<file path="config.mk">
export PLATFORM = sky130hd
export DESIGN_NAME = cb_chain_dma
export DESIGN_NICKNAME = d
export VERILOG_FILES = /design/src/rtl/cbd_pkg.sv /design/src/rtl/cbd_fetch.sv /design/src/rtl/cbd_flags.sv /design/src/rtl/cb_chain_dma.sv
export SDC_FILE = /design/constraint.sdc
export NUM_CORES = 1
export LEC_CHECK = 0
export ABC_AREA = 1
export BUFFER_PORTS_ARGS = -buffer_cell sky130_fd_sc_hd__buf_4
export CORE_AREA = 2 2 201 203
export CTS_CLUSTER_SIZE = 16
export DETAILED_ROUTE_END_ITERATION = 12
export DIE_AREA = 0 0 203 205
export PLACE_DENSITY = 0.61
export RECOVER_POWER = 100
export SLEW_MARGIN = 10
export SYNTH_ARGS = -nofsm -noshare
export SYNTH_HDL_FRONTEND = slang
export SYNTH_SLANG_ARGS = --single-unit
</file>
<file path="constraint.sdc">
create_clock -name clk -period 2 [get_ports clk]
set_input_delay 0.2 -clock clk [delete_from_list [all_inputs] [get_ports clk]]
set_output_delay 0.2 -clock clk [all_outputs]
set_load 0.005 [all_outputs]
</file>
<file path="src/rtl/cbd_pkg.sv">
package cbd_pkg;
    localparam int CB_WORDS = 6;

    typedef enum logic [2:0] {
        ST_IDLE,
        ST_CHECK,
        ST_FETCH,
        ST_LAUNCH,
        ST_WAIT,
        ST_RETIRE
    } seq_state_e;

    // word positions inside a descriptor, in fetch order
    localparam int W_INFO   = 0;
    localparam int W_SRC    = 1;
    localparam int W_DST    = 2;
    localparam int W_LEN    = 3;
    localparam int W_STRIDE = 4;
    localparam int W_NEXT   = 5;
endpackage

</file>
<file path="src/rtl/cbd_fetch.sv">
module cbd_fetch #(
    parameter int AW = 32,
    parameter int DW = 32,
    parameter int NW = 6
) (
    input  logic                   clk,
    input  logic                   rst_n,
    input  logic                   go,
    input  logic [AW-1:0]          base,
    output logic                   mem_req,
    output logic [AW-1:0]          mem_addr,
    input  logic [DW-1:0]          mem_rdata,
    input  logic                   mem_rvalid,
    output logic                   done,
    output logic [NW-1:0][DW-1:0]  words
);
    localparam int IW = (NW > 1) ? $clog2(NW) : 1;
    localparam int BYTES_LOG = $clog2(DW / 8);

    logic [IW-1:0] idx;
    logic          busy;
    logic          waiting;
    logic [AW-1:0] base_q;

    always_ff @(posedge clk or negedge rst_n) begin
        if (!rst_n) begin
            idx     <= '0;
            busy    <= 1'b0;
            waiting <= 1'b0;
            base_q  <= '0;
            done    <= 1'b0;
            words   <= '0;
        end else begin
            done <= 1'b0;
            if (go) begin
                busy    <= 1'b1;
                idx     <= '0;
                waiting <= 1'b0;
                base_q  <= base;
            end else if (busy) begin
                if (!waiting) begin
                    waiting <= 1'b1;
                end else if (mem_rvalid) begin
                    words[idx] <= mem_rdata;
                    waiting    <= 1'b0;
                    if (idx == IW'(NW - 1)) begin
                        busy <= 1'b0;
                        done <= 1'b1;
                    end else begin
                        idx <= idx + 1'b1;
                    end
                end
            end
        end
    end

    assign mem_req  = busy && !waiting;
    assign mem_addr = base_q + (AW'(idx) << BYTES_LOG);

    AST_SINGLE_OUTSTANDING: assert property (@(posedge clk) disable iff (!rst_n)
        mem_req |=> !mem_req);
    AST_WORD_ALIGNED: assert property (@(posedge clk) disable iff (!rst_n)
        mem_req |-> (mem_addr[BYTES_LOG-1:0] == '0));
endmodule

</file>
<file path="src/rtl/cbd_flags.sv">
module cbd_flags (
    input  logic clk,
    input  logic rst_n,
    input  logic set_end,
    input  logic set_int,
    input  logic clr_end,
    input  logic clr_int,
    output logic end_flag,
    output logic int_flag,
    output logic irq
);
    always_ff @(posedge clk or negedge rst_n) begin
        if (!rst_n) begin
            end_flag <= 1'b0;
            int_flag <= 1'b0;
        end else begin
            if (set_end)      end_flag <= 1'b1;
            else if (clr_end) end_flag <= 1'b0;
            if (set_int)      int_flag <= 1'b1;
            else if (clr_int) int_flag <= 1'b0;
        end
    end

    assign irq = int_flag;

    AST_INT_WITH_END: assert property (@(posedge clk) disable iff (!rst_n)
        $rose(int_flag) |-> end_flag);
endmodule

</file>
<file path="src/rtl/cb_chain_dma.sv">
module cb_chain_dma
    import cbd_pkg::*;
#(
    parameter int AW = 32,
    parameter int DW = 32
) (
    input  logic          clk,
    input  logic          rst_n,
    input  logic          chan_en,
    input  logic          start,
    input  logic          cb_addr_wr,
    input  logic [AW-1:0] cb_addr_in,
    input  logic          clr_end,
    input  logic          clr_int,
    output logic          active,
    output logic          paused,
    output logic          end_flag,
    output logic          int_flag,
    output logic          irq,
    output logic [AW-1:0] cur_cb_addr,
    output logic [DW-1:0] cb_info,
    output logic [DW-1:0] cb_src,
    output logic [DW-1:0] cb_dst,
    output logic [DW-1:0] cb_len,
    output logic [DW-1:0] cb_stride,
    output logic [DW-1:0] cb_next,
    output logic          mem_req,
    output logic [AW-1:0] mem_addr,
    output logic          mem_we,
    output logic [DW-1:0] mem_wdata,
    input  logic [DW-1:0] mem_rdata,
    input  logic          mem_rvalid,
    output logic          xfer_start,
    input  logic          xfer_done
);
    seq_state_e state, state_nx;

    logic                        proceed;
    logic                        fetch_go;
    logic                        fetch_done;
    logic [CB_WORDS-1:0][DW-1:0] words;
    logic                        set_end, set_int;

    assign proceed = chan_en && (cur_cb_addr != '0);

    // state register
    always_ff @(posedge clk or negedge rst_n) begin
        if (!rst_n) state <= ST_IDLE;
        else        state <= state_nx;
    end

    // next state
    always_comb begin
        state_nx = state;
        unique case (state)
            ST_IDLE:   if (start)      state_nx = ST_CHECK;
            ST_CHECK:  state_nx = proceed ? ST_FETCH : ST_IDLE;
            ST_FETCH:  if (fetch_done) state_nx = ST_LAUNCH;
            ST_LAUNCH: state_nx = ST_WAIT;
            ST_WAIT:   if (xfer_done)  state_nx = ST_RETIRE;
            ST_RETIRE: state_nx = ST_CHECK;
            default:   state_nx = ST_IDLE;
        endcase
    end

    // outputs decoded from state
    always_comb begin
        fetch_go   = 1'b0;
        xfer_start = 1'b0;
        set_end    = 1'b0;
        set_int    = 1'b0;
        unique case (state)
            ST_CHECK:  fetch_go   = proceed;
            ST_LAUNCH: xfer_start = 1'b1;
            ST_RETIRE: begin
                set_end = 1'b1;
                set_int = cb_info[0];
            end
            default: ;
        endcase
    end

    // channel status and descriptor pointer
    always_ff @(posedge clk or negedge rst_n) begin
        if (!rst_n) begin
            active      <= 1'b0;
            paused      <= 1'b0;
            cur_cb_addr <= '0;
        end else begin
            if (state == ST_IDLE) begin
                if (cb_addr_wr) cur_cb_addr <= cb_addr_in;
                if (start) begin
                    active <= 1'b1;
                    paused <= 1'b0;
                end
            end
            if (state == ST_CHECK && !proceed) begin
                active <= 1'b0;
                paused <= 1'b1;
            end
            if (state == ST_RETIRE) cur_cb_addr <= cb_next;
        end
    end

    cbd_fetch #(.AW(AW), .DW(DW), .NW(CB_WORDS)) i_fetch (
        .clk        (clk),
        .rst_n      (rst_n),
        .go         (fetch_go),
        .base       (cur_cb_addr),
        .mem_req    (mem_req),
        .mem_addr   (mem_addr),
        .mem_rdata  (mem_rdata),
        .mem_rvalid (mem_rvalid),
        .done       (fetch_done),
        .words      (words)
    );

    cbd_flags i_flags (
        .clk      (clk),
        .rst_n    (rst_n),
        .set_end  (set_end),
        .set_int  (set_int),
        .clr_end  (clr_end),
        .clr_int  (clr_int),
        .end_flag (end_flag),
        .int_flag (int_flag),
        .irq      (irq)
    );

    assign cb_info   = words[W_INFO];
    assign cb_src    = words[W_SRC];
    assign cb_dst    = words[W_DST];
    assign cb_len    = words[W_LEN];
    assign cb_stride = words[W_STRIDE];
    assign cb_next   = words[W_NEXT];
    assign mem_we    = 1'b0;
    assign mem_wdata = '0;

    AST_KICK_ONE_CYCLE: assert property (@(posedge clk) disable iff (!rst_n)
        xfer_start |=> !xfer_start);
    AST_STOP_PAUSED: assert property (@(posedge clk) disable iff (!rst_n)
        $fell(active) |-> paused);
    AST_NO_REQ_INACTIVE: assert property (@(posedge clk) disable iff (!rst_n)
        !active |-> !mem_req);
    AST_IRQ_FROM_INFO: assert property (@(posedge clk) disable iff (!rst_n)
        $rose(irq) |-> $past(cb_info[0]));
endmodule

</file>
# Word-level counts from Yosys, hierarchy flattened
# Index checks and enable logic that the tools add are counted.
# totals
register_bits,269
in_bits,73
out_inout_bits,296
elab_cells,98
# op_classes
n_addsub,2
magnitude_cmp,2
eq_ne,10
n_mux,44
n_bitwise,1
n_reduce_logical,22
# op_table
op,n
192-bit bitwise mux,1
32-bit two-way mux,4
32-bit demux with 3-bit select,1
32-bit by 5-bit adder with 32-bit output,1
32-bit nonzero test,1
1-bit two-way mux,28
3-bit two-way mux,8
3-bit case mux with 6 select lines,1
2-bit nonzero test,9
"3-bit equality test, second input constant",3
4-bit AND reduction,2
"3-bit by 2-bit equality test with 1-bit output, second input constant",2
"2-bit != test, second input constant",3
1-bit logical AND,4
"3-bit by 4-bit < comparator with 1-bit output, second input constant",1
2-bit AND reduction,2
"3-bit by 1-bit adder with 3-bit output, second input constant",1
"3-bit by 1-bit equality test with 1-bit output, second input constant",1
"3-bit by 1-bit greater-or-equal comparator with 1-bit output, second input constant",1
3-bit logical NOT,1
3-bit AND reduction,1
1-bit logical NOT,2
2-bit two-way mux,1
"2-bit by 1-bit != test with 1-bit output, second input constant",1
1-bit inverter,1

# Logic depth before layout (Yosys ltp)
# logic_depth
word_depth,6
depth_mapped,12
mapped_depth_nobuf,11

# By module
# A second synthesis with hierarchy kept.
# unflattened
cells_unflattened,1301
hier_area_um2,11412.2
# modules_own_cells
mod,instances,cells_per_inst,area_per_inst_um2
cbd_fetch,1,1015,9221.3
cb_chain_dma,1,275,2103.3
cbd_flags,1,11,87.6

# Worst setup path after synthesis
# Ideal clock, no wire load.
# synth_timing
path_type,register to output
start,register i_fetch.idx[0]
end,output mem_addr[26]
arrival_ns,1.678
setup_slack_ns,0.122
path_stages_with_launch,11
cell_sequence,dfrtp_1 -> ha_1 -> fa_1 -> nand2_1 -> nand2_1 -> nand2_1 -> nor2_4 -> nand3_4 -> nor2_4 -> nand2_1 -> xor2_1
# synth_between
elab_chain_cells,1
# synth_rtl
element,line_no,source
start: declaration,cbd_fetch.sv:20,logic [IW-1:0] idx;
start signal: assignment,cbd_fetch.sv:50,idx <= idx + 1'b1;
32-bit by 5-bit adder with 32-bit output,cbd_fetch.sv:58,assign mem_addr = base_q + (AW'(idx) << BYTES_LOG);
end: declaration,cb_chain_dma.sv:28,"output logic [AW-1:0] mem_addr,"
# No other way between the ends.

# Final worst setup path
# layout_timing
start,register i_fetch.idx[0]
end,output mem_addr[18]
# The elaborated chain is that of the path after synthesis.

==> impl_metrics.csv <==
group,metric,value,unit
outcome,status,"finished with violations",
outcome,violations,"max-capacitance violations, max-slew violations, negative setup slack",
global_routing,grt_max_degree,65,
logic_synthesis,synthMostInstantiatedCell,"nand2_1",
logic_synthesis,synth_top_area_share,0.540,
placed_design,dp_cells,2242,
clock_network,htreeDepth,2,
timing,timing.final.crit_share,1.29,
logic_synthesis,seq_area_frac_synth,0.540,
global_routing,grt-ovfl-total,0,
placed_design,gp_congestion,0.919,
logic_synthesis,yosys.area.top_type,"dfrtp_1",
logic_synthesis,netlist_top_cells_area,"dfrtp_1 54%, nand2_1 16%, nand4_1 9.9%",
logic_synthesis,synth_top_family_by_area,"simple AND/OR/NAND/NOR gates",
timing,worst_slack,-581,ps
layout,register_area,0.00674,mm2
clock_network,clk_pin_slew_worst_paths,50,ps
critical_path,worstPathCellList,"ha_4 -> fa_2 -> nand2_2 -> nand2_4 -> nand2_4 -> nor2_4 -> nand3_4 -> buf_6 -> nor3_2 -> xor2_1 -> buf_4",
clock_network,root_buffer,"clkbuf_16",
critical_path,cp-start-kind,"flip-flop",
clock_network,clk_latency,550,ps
placed_design,hpwl,30.5,mm
logic_synthesis,synth_common_cells,"519 x nand2_1, 269 x dfrtp_1, 198 x nand4_1, 88 x inv_1, 68 x o21ai_0",
layout,syn_to_final_growth,56.2,%
critical_path,cpMaxStageDelayCell,"dfrtp_4",
critical_path,slowest_delay,490,ps
timing,setup_viol,86,
routing,avgViaCountPerCell,5.13,
timing,slew_viol_final,58,
floorplan,die_h,205,um
routing,vias,12500,
critical_path,path_common_cell,"nand2_4",
pwr,ir_drop,0.517,mV
global_routing,grt_pass1_vias,12100,
timing,grt_setup_unrepaired,"yes",
floorplan,pin_count,369,
pwr,p_per_area,634,mW/mm2
routing,drtIter0Drc,777,
logic_synthesis,synthSimpleGateAreaFrac,0.290,
logic_synthesis,synthXorXnorAreaFrac,0.0162,
routing,dr.pass1.iters,5,
critical_path,cp-end-kind,"primary output",
flow_run,drv_cap,1,
floorplan,rows,73,
critical_path,path_buf_inv,2,
pwr,power_leakage,9.98,nW
critical_path,r2r_slack,-90,ps
critical_path,rr_endpoint,"i_fetch.words[23]",
timing,hold_viol,0,
logic_synthesis,muxShareOfSynthArea,0,
logic_synthesis,async_flop_share,1.00,
logic_synthesis,synth_compound_area_frac,0.0502,
clock_network,clk_path_buf_depth,3,
logic_synthesis,synth.distinct_cells,35,
hold_path,min_to,"cur_cb_addr[26]",
routing,drc,0,
logic_synthesis,synthAdderAreaFrac,0.00662,
logic_synthesis,syn-instance-count,1437,
critical_path,path_class,"flip-flop to primary output",
layout,multi_input_area,0.00572,mm2
hold_path,hold-path-cell-count,5,
clock_network,cts_tree,"built",
critical_path,cp.required,1800,ps
logic_synthesis,ys_seq_elements,269,
layout,drive_gt1_frac,0.373,
critical_path,timing.rr.start,"cur_cb_addr[31]",
logic_synthesis,synth_edf_count,0,
layout,fillers,3672,
pwr,total_power,0.0123,W
placed_design,io_buffers,335,
floorplan,die_w,203,um
floorplan,core-area,0.0394,mm2
critical_path,crit_arrival,2380,ps
global_routing,antenna_found_initial,0,
timing,relSlewSlack,-0.237,
logic_synthesis,ys.flop_type,"dfrtp_1",
global_routing,grt_pass1_wl,73.6,mm
hold_path,hp-start,"cb_addr_in[26]",
timing,max_freq,387,MHz
timing,skew,27.3,ps
layout,finalNonFillerCells,2433,
timing,period_minus_slack,2580,ps
critical_path,r2r_cells,12,
hold_path,min-delay-path-class,"input port to flip-flop",
logic_synthesis,syn_area,0.0125,mm2
global_routing,grt_use_total,0.232,
layout,nets,1961,
routing,drt_wl_total,51.9,mm
logic_synthesis,ys.warnings.count,0,
critical_path,path_delay_family,"adder cells",
layout,antenna_cells,0,
timing,worst_pin_slew,1860,ps
critical_path,crit_fanout,4,
clock_network,cts_buffers,34,
routing,wl_per_cell,21.3,um
routing,drtAntennaViolNets,0,
clock_network,clkSinkCount,269,
floorplan,die_area,0.0416,mm2
floorplan,initial_core_util,0.317,
logic_synthesis,syn_avg_cell_area,8.68,um2
## state kept, by name, indices dropped and copies added, names as in the netlist, 3 cells and up
signal,count
i_fetch.words,192
i_fetch.base_q,32
i_fetch.idx,3
cur_cb_addr,32
state,3
## layout make-up
type / count / area share
Tap cell: 525 / 0.0337
Sequential cell: 269 / 0.346
Inverter: 100 / 0.0195
Clock buffer: 53 / 0.0568
Timing Repair Buffer: 516 / 0.246
Multi-Input combinational cell: 961 / 0.294
Clock inverter: 9 / 0.00418
## kinds of logic after synthesis
kind of cell | count (synthesis)
xor+xnor | 23
fa+ha+maj | 6
compound gates | 107
buf+inv | 239
other cells | 1
simple gates | 792
flops | 269
## power by group
group                    switching (W)  total [W]  internal, W
Combinational                 0.000289   0.000469     0.000180
Clock                          0.00249    0.00643      0.00394
Sequential     0.000000000000000000113    0.00544      0.00544
## worst reg2reg max path: stages (launching register included)
cell,delay [ps]
dfrtp_1,380
nor2_1,160
nand4_1,240
nor2_1,190
nand2_2,90
nand3_4,140
buf_8,150
buf_6,100
nand3_4,100
buf_6,170
buf_16,160
nand2_2,70
nand2_1,40
## metal layers
layer	vias to the layer above	global-route usage	routed length, um
li1	5622	-	-
met1	6146	0.303	21000
met2	587	0.374	24700
met3	127	0.0579	4290
met4	0	0.0800	1910
met5	-	0	0
## what timing repair did
action	4_1_cts	5_1_grt
resized for setup	195	194
endpoints found under the hold margin	242	0
gates cloned	25	17
setup buffers	37	21
hold buffers	45	0
pin swaps	52	38
endpoints found under the setup margin	235	240
## cell usage in the layout, fill, tap and decap left out, drive strengths merged
cell type,count
ha,5
bufbuf,1
nor2,38
bufinv,1
buf,220
nand2,520
inv,99
o21ai,69
clkbuf,303
a211oi,1
nand4,198
o21a,1
xnor2,7
nor3,10
nor4,1
fa,1
clkinv,9
dlygate4sd3,45
conb,33
dfrtp,269
o211ai,33
o22ai,2
nand3,23
xor2,16
nand3b,2
a21oi,1
## how the worst max path moves through the flow
stage | start | endpoint | slack, ps | depth (start not counted)
after floorplan | i_fetch.idx[0] | mem_addr[26] | 120 | 10
after global placement | cur_cb_addr[31] | i_fetch.words[129] | -160 | 10
after detailed placement | cur_cb_addr[31] | i_fetch.words[143] | -190 | 10
after CTS | i_fetch.idx[0] | mem_addr[26] | -570 | 11
after global routing | i_fetch.idx[0] | mem_addr[31] | -680 | 13
final | i_fetch.idx[0] | mem_addr[18] | -580 | 11
## metrics by stage
step                setup slack, ps  TNS [ps]   util  cell area, um2  hold WS, ps
finish                         -581    -15350  0.495           19500         20.6
floorplan                       122         0      -           12600        -95.6
CTS                            -569    -27120  0.479           18900        0.814
detailed placement             -191    -13360  0.397           15600          205
global placement               -156    -10210  0.397           15600          195
global route                   -676    -47950  0.495           19500         31.4
Power figures use the tool's default switching activity.
